[config.mk]
export PLATFORM = sky130hd
export DESIGN_NAME = tone_sweep
export DESIGN_NICKNAME = d
export VERILOG_FILES = /design/src/rtl/tone_sweep_pkg.sv /design/src/rtl/tone_sweep_ctrl.sv /design/src/rtl/tone_sweep_dp.sv /design/src/rtl/tone_sweep.sv
export SDC_FILE = /design/constraint.sdc
export NUM_CORES = 1
export LEC_CHECK = 0
export BUFFER_PORTS_ARGS = -buffer_cell sky130_fd_sc_hd__buf_2
export CORE_MARGIN = 5
export CORE_UTILIZATION = 30
export CTS_CLUSTER_DIAMETER = 40
export DETAILED_ROUTE_END_ITERATION = 6
export SLEW_MARGIN = 20
export SYNTH_ARGS = -nofsm -noshare
export SYNTH_HDL_FRONTEND = slang
export SYNTH_SLANG_ARGS = --single-unit
[constraint.sdc]
create_clock -name clk -period 4.6 [get_ports clk]
set_clock_uncertainty 0.15 [all_clocks]
set_input_delay 0.46 -clock clk [delete_from_list [all_inputs] [get_ports clk]]
set_output_delay 0.46 -clock clk [all_outputs]
set_load 0.03 [all_outputs]
[src/rtl/tone_sweep_pkg.sv]
package tone_sweep_pkg;
  localparam int SHIFT_W = 3;
  localparam int RATE_W  = 3;
  localparam int CTRL_W  = 8;

  typedef struct packed {
    logic               step;
    logic               enable;
    logic               dirDown;
    logic [SHIFT_W-1:0] shiftAmt;
  } sweepCmd_t;
endpackage

[src/rtl/tone_sweep_ctrl.sv]
module tone_sweep_ctrl
  import tone_sweep_pkg::*;
(
  input  logic              clk,
  input  logic              rstN,
  input  logic              ctrlWe,
  input  logic [CTRL_W-1:0] ctrlData,
  input  logic              halfTick,
  output sweepCmd_t         cmd
);
  localparam int SHIFT_LSB = 0;
  localparam int DIR_BIT   = SHIFT_LSB + SHIFT_W;
  localparam int RATE_LSB  = DIR_BIT + 1;
  localparam int EN_BIT    = RATE_LSB + RATE_W;

  logic               enQ;
  logic               dirQ;
  logic [RATE_W-1:0]  rateQ;
  logic [SHIFT_W-1:0] shiftQ;
  logic [RATE_W-1:0]  divQ;
  logic               divZero;

  assign divZero = (divQ == '0);

  always_ff @(posedge clk or negedge rstN) begin
    if (!rstN) begin
      enQ    <= 1'b0;
      dirQ   <= 1'b0;
      rateQ  <= '0;
      shiftQ <= '0;
    end else if (ctrlWe) begin
      enQ    <= ctrlData[EN_BIT];
      dirQ   <= ctrlData[DIR_BIT];
      rateQ  <= ctrlData[RATE_LSB +: RATE_W];
      shiftQ <= ctrlData[SHIFT_LSB +: SHIFT_W];
    end
  end

  always_ff @(posedge clk or negedge rstN) begin
    if (!rstN) begin
      divQ <= '0;
    end else if (ctrlWe) begin
      divQ <= ctrlData[RATE_LSB +: RATE_W];
    end else if (halfTick) begin
      if (divZero) divQ <= rateQ;
      else         divQ <= divQ - 1'b1;
    end
  end

  always_comb begin
    cmd.step     = halfTick & ~ctrlWe & divZero;
    cmd.enable   = enQ;
    cmd.dirDown  = dirQ;
    cmd.shiftAmt = shiftQ;
  end
endmodule

[src/rtl/tone_sweep_dp.sv]
module tone_sweep_dp
  import tone_sweep_pkg::*;
#(
  parameter int PERIOD_W   = 11,
  parameter int VARIANT    = 2,
  parameter int MIN_PERIOD = 8
) (
  input  logic                clk,
  input  logic                rstN,
  input  sweepCmd_t           cmd,
  input  logic                periodWe,
  input  logic [PERIOD_W-1:0] periodIn,
  input  logic                lengthActive,
  output logic [PERIOD_W-1:0] period,
  output logic                mute
);
  localparam logic [PERIOD_W-1:0] MIN_P = PERIOD_W'(MIN_PERIOD);

  logic [PERIOD_W-1:0] periodQ;
  logic [PERIOD_W-1:0] shifted;
  logic [PERIOD_W:0]   sum;
  logic [PERIOD_W-1:0] diff;
  logic                tooLow;
  logic                overflow;
  logic                doStep;

  assign shifted = periodQ >> cmd.shiftAmt;
  assign sum     = {1'b0, periodQ} + {1'b0, shifted};

  generate
    if (VARIANT == 1) begin : g_onesComp
      assign diff = periodQ + ~shifted;
    end else begin : g_twosComp
      assign diff = periodQ - shifted;
    end
  endgenerate

  assign tooLow   = (periodQ < MIN_P);
  assign overflow = ~cmd.dirDown & sum[PERIOD_W];
  assign mute     = tooLow | overflow;
  assign doStep   = cmd.step & cmd.enable & (cmd.shiftAmt != '0) & lengthActive & ~mute;

  always_ff @(posedge clk or negedge rstN) begin
    if (!rstN)         periodQ <= '0;
    else if (periodWe) periodQ <= periodIn;
    else if (doStep)   periodQ <= cmd.dirDown ? diff : sum[PERIOD_W-1:0];
  end

  assign period = periodQ;
endmodule

[src/rtl/tone_sweep.sv]
module tone_sweep
  import tone_sweep_pkg::*;
#(
  parameter int PERIOD_W   = 11,
  parameter int VARIANT    = 2,
  parameter int MIN_PERIOD = 8
) (
  input  logic                clk,
  input  logic                rstN,
  input  logic                ctrlWe,
  input  logic [CTRL_W-1:0]   ctrlData,
  input  logic                halfTick,
  input  logic                periodWe,
  input  logic [PERIOD_W-1:0] periodIn,
  input  logic                lengthActive,
  output logic [PERIOD_W-1:0] period,
  output logic                mute
);
  sweepCmd_t cmd;

  tone_sweep_ctrl u_ctrl (
    .clk(clk), .rstN(rstN), .ctrlWe(ctrlWe), .ctrlData(ctrlData),
    .halfTick(halfTick), .cmd(cmd)
  );

  tone_sweep_dp #(.PERIOD_W(PERIOD_W), .VARIANT(VARIANT), .MIN_PERIOD(MIN_PERIOD)) u_dp (
    .clk(clk), .rstN(rstN), .cmd(cmd), .periodWe(periodWe), .periodIn(periodIn),
    .lengthActive(lengthActive), .period(period), .mute(mute)
  );
endmodule

==> After elaboration in Yosys (flattened, before gate mapping) <==
Cells that the tools add are included.
{ "word_totals": {"register_bits": 22, "input_bits": 25, "out_inout_bits": 12, "elab_cells": 32} }
{ "classes": {"addsub": 3, "n_lt_le_gt_ge": 1, "shift": 1, "muxes": 6, "n_bitwise": 11, "reduce_logical": 4} }
{ "ops": {"columns": ["op", "n"], "rows": [
  ["$mux 11", 3],
  ["$add 11x11->12", 1],
  ["$lt 11x4->1 const B", 1],
  ["$shr 11x3->11", 1],
  ["$sub 11x11->11", 1],
  ["$mux 3", 3],
  ["$and 1x1->1", 7],
  ["$reduce_bool 2->1", 2],
  ["$logic_not 3->1", 1],
  ["$not 1->1", 3],
  ["$reduce_bool 3->1", 1],
  ["$sub 3x1->3 const B", 1],
  ["$or 1x1->1", 1]
]} }

==> Longest topological paths before layout <==
{ "depth": {"word_depth": 9, "depth_mapped": 15, "mapped_depth_nobuf": 14} }

==> Hierarchy <==
A second synthesis with hierarchy kept.
{ "unflattened": {"cells_unflattened": 294, "hier_area_um2": 2509.9} }
{ "by_module_without_submodules": {"columns": ["mod", "n_inst", "cells_each", "area_per_inst_um2", "seq_area_each_um2"], "rows": [
  ["tone_sweep_dp", 1, 246, 1969.4, 275.3],
  ["tone_sweep_ctrl", 1, 48, 540.5, 275.3]
]} }

==> Least setup slack after synthesis <==
Ideal clock, no wire load.
{ "synth_path": {"kind": "register -> register", "startpoint": "register u_ctrl.shiftQ[1]", "endpoint": "register u_dp.periodQ[6] (netlist: u_dp.period[6])", "setup_ps": 125, "arrival_time_ps": 3395, "required_ps": 4325, "slack_ps": 930, "stages_incl_launch_ff": 15, "path_buffers": 3, "synth_period_minus_slack_ps": 3670, "cell_sequence": "dfrtp_1 > clkbuf_1 > clkbuf_1 > mux2i_1 > mux2i_1 > o21ai_0 > ha_1 > nor2_1 > o311ai_1 > and3_1 > o32a_4 > and2_4 > buf_6 > mux2_4 > mux2_2"} }
{ "synth_via": {"elab_chain_cells": 7, "word_cells_on_any_way": 14, "cone_classes": "add/sub: 2; shift: 1; mux: 3; bitwise: 6; reduce/logical: 2"} }
{ "synth_rtl": {"columns": ["item", "line", "source"], "rows": [
  ["start: declaration", "tone_sweep_ctrl.sv:19", "logic [SHIFT_W-1:0] shiftQ;"],
  ["start signal: assignment", "tone_sweep_ctrl.sv:35", "shiftQ <= ctrlData[SHIFT_LSB +: SHIFT_W];"],
  ["$shr 11x3->11", "tone_sweep_dp.sv:27", "assign shifted = periodQ >> cmd.shiftAmt;"],
  ["$add 11x11->12", "tone_sweep_dp.sv:28", "assign sum = {1'b0, periodQ} + {1'b0, shifted};"],
  ["$and 1x1->1", "tone_sweep_dp.sv:39", "assign overflow = ~cmd.dirDown & sum[PERIOD_W];"],
  ["$or 1x1->1", "tone_sweep_dp.sv:40", "assign mute = tooLow | overflow;"],
  ["$not 1->1", "tone_sweep_dp.sv:41", "assign doStep = cmd.step & cmd.enable & (cmd.shiftAmt != '0) & lengthActive & ~mute;"],
  ["$and 1x1->1", "tone_sweep_dp.sv:41", null],
  ["$reduce_bool 2->1 (no source line)", null, null],
  ["end signal: assignment", "tone_sweep_dp.sv:45", "else if (periodWe) periodQ <= periodIn;"],
  ["end signal: assignment", "tone_sweep_dp.sv:46", "else if (doStep) periodQ <= cmd.dirDown ? diff : sum[PERIOD_W-1:0];"],
  ["end: declaration", "tone_sweep_dp.sv:19", "logic [PERIOD_W-1:0] periodQ;"]
]} }
Several ways; a longest one is shown, not always the timed one. The select of a mux whose other input is x is not followed.
A chain may end at the register's enable or synchronous reset.

==> Final worst setup path <==
{ "layout_path": {"startpoint": "register u_ctrl.shiftQ[1]", "endpoint": "output port mute"} }
{ "layout_via": {"elab_chain_cells": 4} }
{ "layout_rtl": {"columns": ["item", "line", "source"], "rows": [
  ["$shr 11x3->11", "tone_sweep_dp.sv:27", null],
  ["$add 11x11->12", "tone_sweep_dp.sv:28", null],
  ["$and 1x1->1", "tone_sweep_dp.sv:39", null],
  ["$or 1x1->1", "tone_sweep_dp.sv:40", null],
  ["end: declaration", "tone_sweep.sv:17", "output logic mute"]
]} }
No other way between the ends.

==> impl_results.md <==
- Fillers: 823
- Max-slew headroom: 45.88%
- Flop-to-flop setup slack: 0.56 ns
- EDFF count, synth: 0
- Synthesized flop and latch total: 22
- Die area: 9697 sq um
- Clock buffer depth: 2
- Post-Syn Area: 2349 sq um
- Fin crit period: 4.091 ns
- CTS tree: done
- Largest area contributor in the netlist: dfrtp_1
- Final Setup Violations: 0
- Cells after Synth: 286
- Max-cap violations: 0
- Core Box Area: 7687 sq um
- Worst hold path class: primary input to asynchronous set/reset pin
- Clk sinks: 22
- Hold slack: -0.004310 ns
- Ys Warns: 0
- DRC errors left: 0
- Final Net Count: 365
- R2R Path Start: u_ctrl.shiftQ[1]$_DFFE_PN0P_
- Tcrit/Tclk final: 88.94%
- Netlist cell types: 55
- Drt pass-1 iters: 4
- R2R depth: 13
- Slew @ Worst Pin: 0.8016 ns
- Buffers added on ports: 36
- Number of global-route vias before repair: 2103
- Initial antenna violation count: 0
- Worst R2R End: u_dp.period[6]$_DFFE_PN0P_
- Worst Path Class, Setup: flop to output pin
- FP Rows: 32
- Largest net degree at the start of global routing: 23
- CP required: 3.99 ns
- GPL Wtd Cong: 0.9065
- Crit path arrival time: 3.48 ns
- Unrepaired setup endpoints after global routing: false
- Layout cells sized above 1: 16.29%
- Chip width: 98.48 um
- Post-cts sizing count: 0
- Die Y: 98.48 um
- Final HPWL from detailed placement: 4.835 mm
- Num CTS Buffers: 3
- Final total power: 0.8734 mW
- Post-DRT Antenna Nets: 0
- Setup crit end kind: output pin
- Synth top cells by count: o21ai_0, nand2_1, a21oi_1, ha_1, inv_1
- Drt total wl: 5.981 mm
- Largest cells by area after synthesis: dfrtp_1, ha_1, mux2i_1, o21ai_0, a21oi_1
- Post-synth top area share: 23.44%
- Most frequent cell after synthesis: o21ai_0
- First-pass GRT wire length: 10.01 mm
- Part of the Yosys area used for sequential elements: 23.44%
- CTS HTree Levels: 1
- DRC violation total after the first TritonRoute iteration: 123
- Maximum clock rate: 244.4 MHz
- Wirelength per Cell: 14.41 um
- Final hold vios: 13
- Synth Net Count: 337
- Clock latency on the worst-skew pair: 0.27 ns
- Top_reg_cell synth: dfrtp_1
- Crit start category: flop
- Pre-CTS worst setup slack: 0.6274 ns
- Leakage dissipation: 1.273 nW
- Detailed-route via count: 2126
- Max Fanout on Critical Path: 16
- # IOs: 37
- Power per cell area: 327.0 nW/um^2
- Clk slew on worst S/H paths: 0.08 ns
- Via-to-Cell Ratio: 5.123
- Global route overflow: 0
- Fin Setup TNS: 0 ns
- Antenna Cells: 0
- FFs w/ async S/R, synth: 100.0%
- Outcome: finished with violations
- GRT Overall Usage: 12.45%
- Syn Area/Cell: 8.212 sq um
- Failing checks: negative hold slack
- P&R area growth vs syn: 13.75%
- Starting Density: 30.55%
- CTS Hold Buffers Added: 0
- Worst vdd ir: 0.1097 mV
- Post-CTS Setup Repair Bufs: 0
- Root buffer cell: clkbuf_8
- Max-slew violations: 0
- Worst setup endpoint: mute
- Worst setup path start: u_ctrl.shiftQ[1]$_DFFE_PN0P_
- Setup ws final: 0.5086 ns
## critical path: stages, from the launching register on
cell	delay (ns)
dfrtp_1	0.73
mux2_2	0.41
o21ai_0	0.24
nand2_1	0.09
o21ai_0	0.20
ha_1	0.36
nor2_1	0.10
o311ai_1	0.16
and3_1	0.20
o32a_4	0.43
nand2_1	0.09
buf_2	0.19
## cells in the final DEF (no fill, tap or decap), types with 2 or more instances in the layout
cell type,instances
and2_1,2
nand2b_1,4
dfrtp_1,22
o31ai_1,5
nand2_1,26
a211oi_1,2
a21oi_1,24
a21o_1,4
nor3b_1,3
nor4_1,2
xnor2_1,8
inv_1,24
fa_1,2
nor2b_1,5
o21ai_0,27
nand3_1,10
a311oi_1,2
buf_2,36
o21bai_1,2
ha_1,24
mux2_2,6
and3_1,2
nor2_1,15
clkbuf_8,3
mux2i_1,23
## routing by layer
layer  GRT usage [%]  wire length (um)  up-vias
met4           1.891                39        0
met1           17.59              2864      996
met2           20.44              2799       56
met5               0                 0        -
li1                -                 -     1069
met3           2.052               277        5
## state kept, by name (all words and copies together) (netlist names)
register,flops
u_dp.period,11
u_ctrl.divQ,3
u_ctrl.rateQ,3
u_ctrl.shiftQ,3
u_ctrl.dirQ,1
u_ctrl.enQ,1
## report_power, final
group          internal (mW)  switching [mW]
registers              0.212          0.0394
clock network          0.116          0.0672
logic                  0.186           0.252
## cell families after synthesis
group / count (synthesis) / synth area share, %
and+or+nand+nor: 78 / 16.46
muxes: 30 / 13.32
adders and majority gates: 26 / 14.49
AOI/OAI and AO/OA: 83 / 22.54
xor gates and xnor gates: 9 / 3.357
buffers and inverters: 38 / 6.393
DFF: 22 / 23.44
## through the flow
step | hold WS, ns | std cells | util [%] | cell area, sq um
after floorplan | 0.01441 | 286 | - | 2349
after global placement | 0.3104 | 411 | 33.82 | 2600
after detailed placement | 0.3110 | 411 | 33.82 | 2600
after CTS | 0.01519 | 415 | 34.75 | 2671
after global routing | 0.04935 | 415 | 34.75 | 2671
final | -0.004310 | 415 | 34.75 | 2671
## how the worst min path moves through the flow
stage,start,end
after floorplan,rstN,u_ctrl.dirQ$_DFFE_PN0P_
after global placement,rstN,u_ctrl.rateQ[0]$_DFFE_PN0P_
after detailed placement,rstN,u_ctrl.rateQ[0]$_DFFE_PN0P_
after CTS,rstN,u_ctrl.rateQ[0]$_DFFE_PN0P_
after global routing,rstN,u_ctrl.rateQ[0]$_DFFE_PN0P_
final,rstN,u_ctrl.rateQ[0]$_DFFE_PN0P_
## area by class of cell
type                       count  area (sq um)  area share [%]
multi-input combinational    226          1648           61.69
inverter                      25         93.84           3.513
timing repair buffer          36         180.2           6.745
clock buffer                   3         41.29           1.546
tap                          102         127.6           4.778
clock inverter                 1         30.03           1.124
sequential                    22         550.5           20.61
Power figures use the tool's default switching activity.
